[src/rtl/qdac_pkg.sv]
package qdac_pkg;
    localparam int NUM_CH  = 4;
    localparam int CODE_W  = 12;
    localparam int LO_W    = 4;
    localparam int HI_W    = CODE_W - LO_W;
    localparam int ADDR_W  = $clog2(NUM_CH);

    typedef logic [CODE_W-1:0] code_t;
    typedef logic [HI_W-1:0]   hi_t;
    typedef logic [LO_W-1:0]   lo_t;

    typedef struct packed {
        logic              load;
        logic              commit;
        logic              byte_hi;
        logic [ADDR_W-1:0] ch;
    } host_cmd_t;

    typedef struct packed {
        hi_t hi;
        lo_t lo;
    } stage_t;

    function automatic code_t join_code(stage_t s);
        return {s.hi, s.lo};
    endfunction
endpackage

[src/rtl/qdac_decode.sv]
module qdac_decode
    import qdac_pkg::*;
(
    input  logic              cs_n,
    input  logic              wr_load_n,
    input  logic              wr_commit_n,
    input  logic              xfer_n,
    input  logic [ADDR_W-1:0] ch_addr,
    input  logic              byte_hi,
    output host_cmd_t         cmd,
    output logic [NUM_CH-1:0] hi_we,
    output logic [NUM_CH-1:0] lo_we
);
    always_comb begin
        cmd.load    = ~cs_n & ~wr_load_n;
        cmd.commit  = ~xfer_n & ~wr_commit_n;
        cmd.byte_hi = byte_hi;
        cmd.ch      = ch_addr;
    end

    for (genvar i = 0; i < NUM_CH; i++) begin : g_en
        logic hit;
        assign hit      = cmd.load && (cmd.ch == ADDR_W'(i));
        assign lo_we[i] = hit;
        assign hi_we[i] = hit && cmd.byte_hi;
    end
endmodule

[src/rtl/qdac_nibble_mux.sv]
module qdac_nibble_mux
    import qdac_pkg::*;
(
    input  code_t data_in,
    input  logic  byte_hi,
    output hi_t   hi_bits,
    output lo_t   lo_bits
);
    always_comb begin
        hi_bits = data_in[CODE_W-1:LO_W];
        lo_bits = byte_hi ? data_in[LO_W-1:0] : data_in[CODE_W-1:CODE_W-LO_W];
    end
endmodule

[src/rtl/qdac_channel.sv]
module qdac_channel
    import qdac_pkg::*;
(
    input  logic  clk,
    input  logic  rst,
    input  logic  hi_we,
    input  logic  lo_we,
    input  logic  commit,
    input  hi_t   hi_bits,
    input  lo_t   lo_bits,
    output code_t staged,
    output code_t code
);
    stage_t stage_q;
    code_t  code_q;

    always_ff @(posedge clk) begin
        if (rst) begin
            stage_q <= '0;
        end else begin
            if (hi_we) stage_q.hi <= hi_bits;
            if (lo_we) stage_q.lo <= lo_bits;
        end
    end

    always_ff @(posedge clk) begin
        if (rst)         code_q <= '0;
        else if (commit) code_q <= join_code(stage_q);
    end

    assign staged = join_code(stage_q);
    assign code   = code_q;
endmodule

[src/rtl/qdac_front.sv]
module qdac_front
    import qdac_pkg::*;
(
    input  logic                          clk,
    input  logic                          rst,
    input  logic                          cs_n,
    input  logic                          wr_load_n,
    input  logic                          wr_commit_n,
    input  logic                          xfer_n,
    input  logic [ADDR_W-1:0]             ch_addr,
    input  logic                          byte_hi,
    input  logic [CODE_W-1:0]             data_in,
    output logic [NUM_CH-1:0][CODE_W-1:0] code_out
);
    host_cmd_t                    cmd;
    logic [NUM_CH-1:0]            hi_we;
    logic [NUM_CH-1:0]            lo_we;
    hi_t                          hi_bits;
    lo_t                          lo_bits;
    logic [NUM_CH-1:0][CODE_W-1:0] staged;

    qdac_decode u_dec (
        .cs_n        (cs_n),
        .wr_load_n   (wr_load_n),
        .wr_commit_n (wr_commit_n),
        .xfer_n      (xfer_n),
        .ch_addr     (ch_addr),
        .byte_hi     (byte_hi),
        .cmd         (cmd),
        .hi_we       (hi_we),
        .lo_we       (lo_we)
    );

    qdac_nibble_mux u_mux (
        .data_in (data_in),
        .byte_hi (cmd.byte_hi),
        .hi_bits (hi_bits),
        .lo_bits (lo_bits)
    );

    for (genvar i = 0; i < NUM_CH; i++) begin : g_ch
        qdac_channel u_ch (
            .clk     (clk),
            .rst     (rst),
            .hi_we   (hi_we[i]),
            .lo_we   (lo_we[i]),
            .commit  (cmd.commit),
            .hi_bits (hi_bits),
            .lo_bits (lo_bits),
            .staged  (staged[i]),
            .code    (code_out[i])
        );
    end
endmodule

[config.mk]
export PLATFORM = sky130hd
export DESIGN_NAME = qdac_front
export DESIGN_NICKNAME = d
export VERILOG_FILES = /design/src/rtl/qdac_pkg.sv /design/src/rtl/qdac_decode.sv /design/src/rtl/qdac_nibble_mux.sv /design/src/rtl/qdac_channel.sv /design/src/rtl/qdac_front.sv
export SDC_FILE = /design/constraint.sdc
export NUM_CORES = 1
export LEC_CHECK = 0
export ABC_AREA = 1
export BUFFER_PORTS_ARGS = -buffer_cell sky130_fd_sc_hd__buf_4
export CAP_MARGIN = 10
export CORE_UTILIZATION = 45
export DETAILED_ROUTE_END_ITERATION = 6
export PLACE_DENSITY = 0.66
export SYNTH_ARGS = -nofsm -noshare
export SYNTH_HDL_FRONTEND = slang
export SYNTH_HIERARCHICAL = 1
export SYNTH_SLANG_ARGS = --single-unit
[constraint.sdc]
create_clock -name clk -period 2.1 [get_ports clk]
set_input_delay 0.105 -clock clk [delete_from_list [all_inputs] [get_ports clk]]
set_output_delay 0.105 -clock clk [all_outputs]
set_load 0.01 [all_outputs]
==> run_results.csv <==
group,metric,value,unit
outcome,result_of_the_run,"finished, final reports clean",
detailed_routing,detail_route.drc_violations,0,
layout,nets,721,
logic_synthesis,cells_after_synthesis,657,
detailed_routing,ant_nets,0,
floorplan,die_width,99.1,um
critical_path,endpoint_kind,"output port",
placed_design,port_buffers,68,
floorplan,design.die.area,9830,um^2
placed_design,place_worst_setup_slack,1.02,ns
critical_path,r2r_start,"g_ch[2].u_ch/staged[6]$_SDFFE_PP0P_",
detailed_routing,route.final.wire_length,8.28,mm
detailed_routing,drtPass1Iterations,5,
critical_path,crit_path_max_incr_delay,0.36,ns
placed_design,dp.final_hpwl,5.68,mm
clock_network,cts_repair_resize_count,0,
layout,layout.core_utilization,52.6,%
timing,setup_viol,0,
worst_hold_path,hold_path_end,"g_ch[0].u_ch/staged[6]$_SDFFE_PP0P_",
timing,finalClockSkew,0.00480,ns
detailed_routing,first_iter_violations,83,
critical_path,path_buf_inv,1,
global_route,grt_first_pass_wirelength,13.8,mm
layout,post_route_cells_drive_above_1_share,14.6,%
layout,layout_commonest_cell,"nand2_1",
clock_network,post_cts_buffers,0,
logic_synthesis,yosys_warnings,6,
critical_path,crit_fanout,2,
clock_network,clock_latency_on_the_worst_skew_pair,0.35,ns
logic_synthesis,synth.net_count,678,
timing,period_share,45.1,%
worst_hold_path,hold_path_startpoint,"data_in[6]",
critical_path,timing.critical_path.from_type,"flip-flop",
clock_network,cts-hold-fix-buffers,0,
critical_path,crit_path_max_delay_cell_type,"dfxtp_1",
floorplan,rows,35,
clock_network,htree_levels,3,
clock_network,numCtsBuffers,9,
floorplan,io-pin-count,69,
worst_hold_path,hp-class,"in -> reg",
worst_hold_path,whs_path_depth,5,
global_route,antenna_found_initial,0,
layout,final_cell_mix,"nand2_1 (205), nor2_1 (191), inv_1 (108)",
critical_path,critical_path_depth,1,
timing,finalSetupTns,0,ns
global_route,gr-total-overflow,0,
clock_network,cts.clk_slew.worst_paths,0.09,ns
timing,grt_setup_unrepaired,"no",
critical_path,worst_r2r_endpoint,"g_ch[2].u_ch/code[6]$_SDFFE_PP0P_",
clock_network,cts.root.buffer_cell,"clkbuf_8",
critical_path,path_delay_family,"flip-flops",
timing,whs,0.0832,ns
global_route,grt_max_degree,97,
logic_synthesis,post_synth.cell_area_avg,6.46,um^2
power_and_ir_drop,cellPowerDensity,764,nW/um^2
critical_path,timing.reg2reg.worst_path_depth,4,
timing,fmax,1060,MHz
layout,antenna_cells,0,
floorplan,floorplan.initialDensity,46.2,%
global_route,first_global_vias,3087,
detailed_routing,routedWlPerCell,10.1,um
clock_network,cts_tree,"built",
timing,worstMarginPinSlew,0.695,ns
timing,count_of_endpoints_failing_hold_in_the_final_timing_report,0,
layout,flow.area_growth_from_synthesis,14.0,%
critical_path,setup.worst_path.class,"reg -> out",
power_and_ir_drop,worst_ir_drop_vdd,0.281,mV
critical_path,crit_chain,"buf_4",
floorplan,fp.coreArea,9200,um^2
timing,worst_slew_margin_rel,53.6,%
critical_path,r2r_setup_slack,1.41,ns
critical_path,timing.critical_path.required,2.00,ns
logic_synthesis,synthesis.area,4250,um^2
timing,layout_setup_ws,1.15,ns
global_route,globalRouteTotalUtil,17.7,%
detailed_routing,routed-via-count,3530,
timing,slew_viol_final,0,
detailed_routing,route.detailed.vias_per_inst,4.33,
power_and_ir_drop,total_leakage_power,2.41,nW
critical_path,arrival,0.84,ns
job,maxCapViolations,0,
timing,period_needed,0.946,ns
clock_network,cts_num_sinks,96,
floorplan,die_extent_in_y,99.1,um
placed_design,finalWeightedCongestion,0.773,
clock_network,cts.path.max_buffers,2,
-- registers in the layout (all words and copies together), names as in the netlist --
name and count:
g_ch.u_ch/code 48, g_ch.u_ch/staged 48
-- report_power, final --
part,internal (W),switching (W)
sequential,0.00190,0.0000401
combinational,0.000190,0.000258
clock,0.000702,0.000612
total,0.00279,0.000909
-- worst max-delay path by stage --
stage                     slack (ns)                         startpoint                             endpoint
after floorplan                 0.53                        wr_commit_n   g_ch[0].u_ch/code[10]$_SDFFE_PP0P_
after global placement          1.05                            byte_hi  g_ch[3].u_ch/staged[8]$_SDFFE_PP0P_
after detailed placement        1.02                                rst    g_ch[2].u_ch/code[5]$_SDFFE_PP0P_
after CTS                       1.13  g_ch[3].u_ch/code[2]$_SDFFE_PP0P_                         code_out[38]
after global routing            1.09  g_ch[0].u_ch/code[8]$_SDFFE_PP0P_                          code_out[8]
final                           1.15  g_ch[3].u_ch/code[2]$_SDFFE_PP0P_                         code_out[38]
-- tightest hold or removal path: cells and delay by family --
family                 cells  cell delay [ns]
buffers and inverters      2             0.18
and+or+nand+nor            3             0.12
-- through the flow --
step | total power [W] | instances | area [um^2]
3_5_place_dp | 0.00243 | 800 | 4620
6_report | 0.00370 | 816 | 4840
3_3_place_gp | 0.00242 | 800 | 4620
2_1_floorplan | 0.00229 | 657 | 4250
5_1_grt | 0.00390 | 816 | 4840
4_1_cts | 0.00375 | 816 | 4840
-- metal layers --
metal	part of all wire [%]	routed length, um	global-route usage [%]
met3	3.8	316	3.79
met2	45	3750	29.3
met4	1.2	102	6.11
met1	50	4110	23.0
met5	0	0	0
-- final cells by class --
class | count | area [um^2]
fillers | 960 | 4360
clock inverters | 5 | 80.1
multi-input cells | 411 | 1590
repair buffers | 73 | 561
flip-flops and latches | 96 | 1920
inverters | 109 | 409
clock buffers | 11 | 141
well taps | 111 | 139
Power figures use the tool's default switching activity.
